`config.mk`:
```
export PLATFORM = sky130hd
export DESIGN_NAME = pwm_ilk_top
export DESIGN_NICKNAME = d
export VERILOG_FILES = /design/src/rtl/pwm_ilk_pkg.sv /design/src/rtl/pwm_ilk_chan.sv /design/src/rtl/pwm_ilk_regs.sv /design/src/rtl/pwm_ilk_top.sv
export SDC_FILE = /design/constraint.sdc
export NUM_CORES = 1
export LEC_CHECK = 0
export ABC_AREA = 1
export BUFFER_PORTS_ARGS = -buffer_cell sky130_fd_sc_hd__buf_2
export CAP_MARGIN = 0
export CORE_UTILIZATION = 32
export DETAILED_ROUTE_END_ITERATION = 8
export GPL_TIMING_DRIVEN = 0
export HOLD_SLACK_MARGIN = 0.08
export PLACE_DENSITY = 0.48
export SYNTH_ARGS = -nofsm -noshare
export SYNTH_HDL_FRONTEND = slang
export SYNTH_HIERARCHICAL = 1
export SYNTH_SLANG_ARGS = --single-unit
export TNS_END_PERCENT = 100
```
`constraint.sdc`:
```
create_clock -name clk -period 2.35 [get_ports clk]
set_clock_uncertainty 0.2 [all_clocks]
set_input_delay 0.3525 -clock clk [delete_from_list [all_inputs] [get_ports clk]]
set_output_delay 0.3525 -clock clk [all_outputs]
set_load 0.02 [all_outputs]
```
`src/rtl/pwm_ilk_pkg.sv`:
```
package pwm_ilk_pkg;
    localparam int unsigned PW     = 8;   // data, duty, period and counter width
    localparam int unsigned AW     = 4;   // register address width
    localparam int unsigned NCH    = 2;   // number of channels
    localparam int unsigned FLDS   = 4;   // addresses per channel
    localparam int unsigned CH_LEAD   = 0;  // channel A
    localparam int unsigned CH_FOLLOW = 1;  // channel B

    localparam int unsigned F_DAT  = 0;
    localparam int unsigned F_ILK  = 1;
    localparam int unsigned F_CTL  = 2;
    localparam int unsigned F_RATE = 3;

    localparam logic [AW-1:0] ADDR_UPD = AW'(NCH * FLDS);

    typedef logic [PW-1:0] word_t;

    typedef struct packed {
        logic inv;
        logic en;
    } ctl_t;

    typedef struct packed {
        word_t duty;
        ctl_t  ctl;
        word_t rate;
    } chset_t;

    function automatic logic [AW-1:0] reg_addr(input int unsigned ch, input int unsigned fld);
        return AW'(ch * FLDS + fld);
    endfunction
endpackage

```
`src/rtl/pwm_ilk_chan.sv`:
```
module pwm_ilk_chan
    import pwm_ilk_pkg::*;
(
    input  logic   clk,
    input  logic   rst,
    input  logic   load,
    input  chset_t nxt,
    input  logic   realign,
    output chset_t act,
    output logic   wrap,
    output logic   pwm
);
    word_t  cnt;
    chset_t act_q;

    assign act  = act_q;
    assign wrap = (cnt >= act_q.rate);

    always_ff @(posedge clk) begin
        if (rst) begin
            cnt   <= '0;
            act_q <= '0;
        end else begin
            if (wrap || realign) cnt <= '0;
            else                 cnt <= cnt + 1'b1;
            if (load) act_q <= nxt;
        end
    end

    assign pwm = (act_q.ctl.en && (cnt < act_q.duty)) ^ act_q.ctl.inv;
endmodule

```
`src/rtl/pwm_ilk_regs.sv`:
```
module pwm_ilk_regs
    import pwm_ilk_pkg::*;
(
    input  logic                clk,
    input  logic                rst,
    input  logic [AW-1:0]       addr,
    input  logic                wr,
    input  logic                rd,
    input  word_t               wdata,
    input  logic [NCH-1:0]      wrap,
    input  logic                linked,
    output chset_t [NCH-1:0]    shadow,
    output logic [NCH-1:0]      load,
    output word_t               rdata,
    output logic [NCH-1:0]      dc_need,
    output logic                ab_dat,
    output logic                ab_ctl,
    output logic [NCH-1:0]      upd
);
    logic [NCH-1:0] wr_dat, wr_ilk, wr_ctl, wr_rate, blocked, evt;
    logic           hold_all, lead_dat_acc;

    assign hold_all = (|dc_need) || ab_dat || ab_ctl;

    for (genvar c = 0; c < NCH; c++) begin : g_ch
        chset_t sh_q;
        logic   dc_q;

        assign wr_dat[c]  = wr && (addr == reg_addr(c, F_DAT));
        assign wr_ilk[c]  = wr && (addr == reg_addr(c, F_ILK));
        assign wr_ctl[c]  = wr && (addr == reg_addr(c, F_CTL));
        assign wr_rate[c] = wr && (addr == reg_addr(c, F_RATE));

        always_ff @(posedge clk) begin
            if (rst) begin
                sh_q <= '0;
                dc_q <= 1'b0;
            end else begin
                if (wr_dat[c] || wr_ilk[c]) sh_q.duty <= wdata;
                if (wr_ctl[c])              sh_q.ctl  <= ctl_t'(wdata[1:0]);
                if (wr_rate[c])             sh_q.rate <= wdata;
                if (wr_ilk[c])      dc_q <= 1'b1;
                else if (wr_ctl[c]) dc_q <= 1'b0;
            end
        end

        assign shadow[c]  = sh_q;
        assign dc_need[c] = dc_q;
        assign blocked[c] = linked ? hold_all : dc_q;
        assign evt[c]     = linked ? wrap[CH_LEAD] : wrap[c];
        assign load[c]    = !blocked[c] && (evt[c] || upd[c]);
    end

    assign lead_dat_acc = (wr || rd) &&
                          ((addr == reg_addr(CH_LEAD, F_DAT)) || (addr == reg_addr(CH_LEAD, F_ILK)));

    always_ff @(posedge clk) begin
        if (rst || !linked) begin
            ab_dat <= 1'b0;
            ab_ctl <= 1'b0;
        end else begin
            if (lead_dat_acc)                                   ab_dat <= 1'b0;
            else if (wr_dat[CH_FOLLOW] || wr_ilk[CH_FOLLOW])    ab_dat <= 1'b1;
            if (wr_ctl[CH_LEAD])        ab_ctl <= 1'b0;
            else if (wr_ctl[CH_FOLLOW]) ab_ctl <= 1'b1;
        end
    end

    always_ff @(posedge clk) begin
        if (rst)                           upd <= '0;
        else if (wr && addr == ADDR_UPD)   upd <= wdata[NCH-1:0];
    end

    always_comb begin
        rdata = '0;
        for (int unsigned c = 0; c < NCH; c++) begin
            if (addr == reg_addr(c, F_DAT) || addr == reg_addr(c, F_ILK)) rdata = shadow[c].duty;
            if (addr == reg_addr(c, F_CTL))  rdata = word_t'(shadow[c].ctl);
            if (addr == reg_addr(c, F_RATE)) rdata = shadow[c].rate;
        end
        if (addr == ADDR_UPD) rdata = word_t'(upd);
    end
endmodule

```
`src/rtl/pwm_ilk_top.sv`:
```
module pwm_ilk_top
    import pwm_ilk_pkg::*;
(
    input  logic          clk,
    input  logic          rst,
    input  logic [AW-1:0] bus_addr,
    input  logic          bus_wr,
    input  logic          bus_rd,
    input  logic [PW-1:0] bus_wdata,
    output logic [PW-1:0] bus_rdata,
    output logic          pwm_a,
    output logic          pwm_b
);
    chset_t [NCH-1:0] shadow;
    chset_t [NCH-1:0] act;
    logic   [NCH-1:0] load, wrap, pwm, dc_need, upd, realign;
    logic             ab_dat, ab_ctl, linked;

    assign linked = (act[CH_LEAD].rate == act[CH_FOLLOW].rate);

    pwm_ilk_regs u_regs (
        .clk     (clk),
        .rst     (rst),
        .addr    (bus_addr),
        .wr      (bus_wr),
        .rd      (bus_rd),
        .wdata   (bus_wdata),
        .wrap    (wrap),
        .linked  (linked),
        .shadow  (shadow),
        .load    (load),
        .rdata   (bus_rdata),
        .dc_need (dc_need),
        .ab_dat  (ab_dat),
        .ab_ctl  (ab_ctl),
        .upd     (upd)
    );

    for (genvar c = 0; c < NCH; c++) begin : g_chan
        if (c == CH_LEAD) begin : g_lead
            assign realign[c] = 1'b0;
        end else begin : g_follow
            assign realign[c] = linked && wrap[CH_LEAD];
        end

        pwm_ilk_chan u_chan (
            .clk     (clk),
            .rst     (rst),
            .load    (load[c]),
            .nxt     (shadow[c]),
            .realign (realign[c]),
            .act     (act[c]),
            .wrap    (wrap[c]),
            .pwm     (pwm[c])
        );
    end

    assign pwm_a = pwm[CH_LEAD];
    assign pwm_b = pwm[CH_FOLLOW];
endmodule

```
Word-level counts from Yosys, hierarchy flattened
Index checks and enable logic that the tools add are counted. W data, S select, Z words.

Output and inout bits: 10. Memory bits (writable): 0. Memories: 0. Logic and storage cells: 91. Bits in read-only memories: 0. Input port bits: 16. Register bits after elaboration: 94. Bits in latches: 0.

Bitwise operators: 2. Div/mod/pow operators: 0. $mul: 0. Equality and inequality tests: 9. Shift-type cells: 0. Reductions and logical operators: 37. Add/sub/neg operators: 2. Multiplexer cells: 14. $lt $le $gt $ge: 4.

Operators by type and width (number): $mux W8 (7); $add A8 B1 Y8 const B (2); $eq A4 B3 Y1 const B (4); $ge A8 B8 Y1 (2); $lt A8 B8 Y1 (2); $logic_and A1 B1 Y1 (15); $logic_or A1 B1 Y1 (11); $reduce_or A2 Y1 (5); $eq A4 B2 Y1 const B (2); $eq A8 B8 Y1 (1); $mux W1 (7); $eq A4 B1 Y1 const B (1); $eq A4 B4 Y1 const B (1); $logic_not A4 Y1 (1); $reduce_bool A2 Y1 (2); $logic_not A1 Y1 (3); $xor A1 B1 Y1 (2).

Longest topological paths before layout
Depth in word-level cells: 9. Mapped depth: 15. Mapped depth without buffers: 14.

Hierarchy
Netlist, hierarchy kept.

By module, submodules not included: pwm_ilk_chan (cells each 170, sequential area each 520.5 sq um, times used 2, area an instance 1357.6 sq um); pwm_ilk_regs (cells each 260, sequential area each 840.8 sq um, times used 1, area an instance 1895.6 sq um); pwm_ilk_top (cells each 31, sequential area each 0.0 sq um, times used 1, area an instance 143.9 sq um).

Least setup slack after synthesis
Ideal clock, no wire load.

Path type: register to register. Start: register g_chan[0].u_chan.act_q (netlist bit g_chan[0].u_chan/act[7]). End: register g_chan[1].u_chan.act_q (netlist bit g_chan[1].u_chan/act[5]). Arrival time: 2111 ps. Path slack: -47 ps. Path buffers: 1. Data required time: 2064 ps. Setup time: 86 ps. Clock period less this slack: 2397 ps. Cell stages (with the launch flop): 12. Cell sequence: dfxtp_1 > inv_1 > ha_1 > nand2_1 > nor2_1 > nand4_1 > nand3_1 > a21oi_1 > a211oi_1 > inv_1 > buf_2 > a211oi_1.

Cells in the longest elaborated chain, start to end: 4. Elaborated cells between the ends (all ways): 7. Classes of those cells: order compare (1); eq/ne (1); mux (2); reduce/logical (3).

Ends and longest elaborated chain: start, declared (line pwm_ilk_chan.sv:14) `chset_t act_q;`; start signal, assigned (line pwm_ilk_chan.sv:26) `if (load) act_q <= nxt;`; $ge A8 B8 Y1 (line pwm_ilk_chan.sv:17) `assign wrap = (cnt >= act_q.rate);`; via wrap[0] (line pwm_ilk_top.sv:16) `logic [NCH-1:0] load, wrap, pwm, dc_need, upd, realign;`; $mux W1 (line pwm_ilk_regs.sv:50) `assign evt[c] = linked ? wrap[CH_LEAD] : wrap[c];`; $logic_or A1 B1 Y1 (line pwm_ilk_regs.sv:51) `assign load[c] = !blocked[c] && (evt[c] || upd[c]);`; $logic_and A1 B1 Y1 (line pwm_ilk_regs.sv:51); via load[1] (line pwm_ilk_top.sv:16); end signal, assigned (line pwm_ilk_chan.sv:26); end, declared (line pwm_ilk_chan.sv:14).

The timed path passes the listed nets, and every way through them passes these cells. A chain may end at the register's enable or synchronous reset.

Worst setup path after layout
Start: register g_chan[0].u_chan.act_q (netlist bit g_chan[0].u_chan/act[7]). End: register g_chan[1].u_chan.act_q (netlist bit g_chan[1].u_chan/act[1]).

Same word-level chain as after synthesis.

==> results.py <==
metrics = {
    "clock_network": {
        "cts_made_buffers": 9,
        "clock-root-buffer": "clkbuf_16",
        "cts_tree": "done",
        "clk_pin_slew_worst_paths_ps": 60,
        "h-tree-depth": 3,
        "clk_latency_ps": 330,
        "clk_path_buf_depth": 2,
        "clkSinkCount": 94,
    },
    "timing": {
        "fin_crit_sh_pct": 103.7,
        "hold_viol": 0,
        "whs_ps": 106.5,
        "tightest_slew_ps": 540.2,
        "setup_violations": 17,
        "rsz0062_at_grt": "true",
        "fin_crit_ps": 2436,
        "slew_headroom_pct": 63.99,
        "slew_viol_final": 0,
        "fin_ws_ps": -86.38,
        "finalSetupTns_ps": -590.1,
        "max_freq_ghz": 0.4104,
    },
    "global_route": {
        "track_usage_pct": 18.52,
        "grt_max_degree": 14,
        "grt_pass1_vias": 4111,
        "grt_first_pass_wirelength_um": 21090,
        "antenna_found_initial": 0,
        "overflow": 0,
    },
    "power_and_ir_drop": {
        "irDropWorstVdd_mv": 0.4488,
        "p_per_area_nw_per_um2": 1197,
        "p_leak_nw": 2.352,
    },
    "final_layout": {
        "area_growth_pct": 26.27,
        "final_nets": 735,
        "drive_gt1_share_pct": 25.94,
        "antenna_cells": 0,
    },
    "synth": {
        "yosys_warnings": 6,
        "synth_area_per_cell_um2": 7.535,
        "syn_inst": 629,
        "synth_area_um2": 4740,
        "synth_fp_nets": 677,
    },
    "setup_path": {
        "crit_required_ps": 2360,
        "cp_data_arrival_time_ps": 2440,
        "cp_common_cell": "nor2_4",
        "crit_type": "flop to flop",
        "cp_slowest_stage_delay_ps": 340,
        "cp-end-kind": "flop",
        "regToRegSetupSlack_ps": -90,
        "crit_end": "g_chan[1].u_chan/act[1]",
        "rr_worst_depth": 12,
        "crit_fanout": 8,
        "critPathLaunch": "g_chan[0].u_chan/act[7]",
        "path_cells": "inv_2 -> ha_4 -> nand2_4 -> nor2_4 -> nand4_1 -> nand3_4 -> a21oi_2 -> a211oi_2 -> bufinv_8 -> clkbuf_16 -> nor2_4 -> a211oi_1",
        "crit_path_top_delay_cell": "dfxtp_2",
        "crit-reg2reg-capture": "g_chan[1].u_chan/act[1]",
        "reg2reg_from": "g_chan[0].u_chan/act[7]",
        "start_kind": "flop",
    },
    "drt": {
        "ant_nets": 0,
        "drt_iter0_drc": 166,
        "drc": 0,
        "vias": 4261,
        "drt-pass1-iter-count": 4,
        "wl_um": 13690,
        "drt-vias-per-instance": 4.875,
        "wl_per_cell_um": 15.66,
    },
    "placed_design": {
        "dp_slack_ps": -618.5,
        "gp_congestion": 0.8976,
        "hpwl_um": 10260,
        "numPortBuffers": 25,
    },
    "die": {
        "die_w_um": 123.7,
        "row_count": 44,
        "start_util_pct": 32.73,
        "die_h_um": 123.7,
        "fp.coreArea_um2": 14480,
        "io_pins": 26,
        "die-area_um2": 15300,
    },
    "job": {
        "drv_cap": 0,
    },
    "run_status": {
        "outcome": "complete, but fails checks",
        "failed_checks": "setup timing",
    },
    "hold_path": {
        "min_path_type": "input port to flop",
    },
}
## per-layer routing
layer | up-vias | share of wire, % | track usage (%)
met5 | - | 0 | 0
met4 | 0 | 1.4 | 7.455
met2 | 64 | 47 | 29.86
li1 | 2182 | - | -
met1 | 2000 | 48 | 25.32
met3 | 15 | 3.2 | 1.694
## state kept, by name, indices dropped and copies added (netlist names)
register / flops
u_regs/ab_ctl: 1
u_regs/shadow: 36
g_chan.u_chan/cnt: 16
g_chan.u_chan/act: 36
u_regs/ab_dat: 1
u_regs/upd: 2
u_regs/g_ch.dc_q: 2
## how the worst min path moves through the flow
stage / start / to / slack (ps) / depth (start not counted)
floorplan: rst / u_regs/shadow[0] / 220 / 1
global placement: g_chan[1].u_chan/cnt[0] / g_chan[1].u_chan/cnt[0] / 250 / 1
detailed placement: g_chan[1].u_chan/cnt[0] / g_chan[1].u_chan/cnt[0] / 260 / 1
CTS: rst / u_regs/shadow[1] / 100 / 2
global route: rst / u_regs/shadow[1] / 120 / 2
finish: rst / u_regs/shadow[1] / 110 / 2
## final cells by class
| type | count | area (um^2) |
|---|---|---|
| Clock buffer | 13 | 250.2 |
| Clock inverter | 1 | 7.507 |
| Tap cell | 184 | 230.2 |
| Multi-Input combinational cell | 436 | 2775 |
| Buffer | 20 | 150.1 |
| Inverter | 79 | 310.3 |
| Fill cell | 1492 | 8494 |
| Timing Repair Buffer | 47 | 342.8 |
| Sequential cell | 94 | 1918 |
## power breakdown
group	internal (mW)	switching (mW)	total [mW]
Sequential	1.81	0.112	1.92
Combinational	1.80	2.13	3.92
Clock	0.736	0.581	1.32
Total	4.34	2.82	7.16
## cells in the final DEF, fill, tap and decap left out, drive strengths merged
| master | n |
|---|---|
| clkinvlp | 1 |
| a21oi | 52 |
| nand3b | 2 |
| nand3 | 40 |
| a31oi | 1 |
| dfxtp | 94 |
| nand2 | 132 |
| o2111ai | 6 |
| a21o | 2 |
| buf | 59 |
| xor2 | 6 |
| bufinv | 1 |
| nor2 | 88 |
| nand4 | 10 |
| xnor2 | 11 |
| inv | 78 |
| ha | 32 |
| conb | 1 |
| a211oi | 31 |
| clkbuf | 21 |
| o21ai | 20 |
| nor3 | 2 |
## critical path, delay by kind of cell, from the launching register on
kind                       cells  cell delay [ps]
adders and majority gates      1              280
AOI/OAI and AO/OA              3              380
buffers and inverters          3              480
DFF                            1              340
and+or+nand+nor                5              630
## repair_timing
action / 4_1_cts / 5_1_grt
cloned: 0 / 3
setup endpoints to repair: 36 / 48
hold buffers: 0 / 0
resized for setup: 38 / 79
buffers inserted: 12 / 8
pin swaps: 7 / 15
## per-stage QoR
| step | instances | util (%) | instance area, um^2 | total power [mW] |
|---|---|---|---|---|
| after global routing | 874 | 41.33 | 5984 | 7.658 |
| after floorplan | 629 | - | 4745 | 3.514 |
| after global placement | 838 | 35.22 | 5100 | 4.174 |
| after detailed placement | 838 | 35.22 | 5100 | 4.212 |
| after CTS | 864 | 38.31 | 5547 | 6.098 |
| final | 874 | 41.33 | 5984 | 7.165 |
Power figures use the tool's default switching activity.
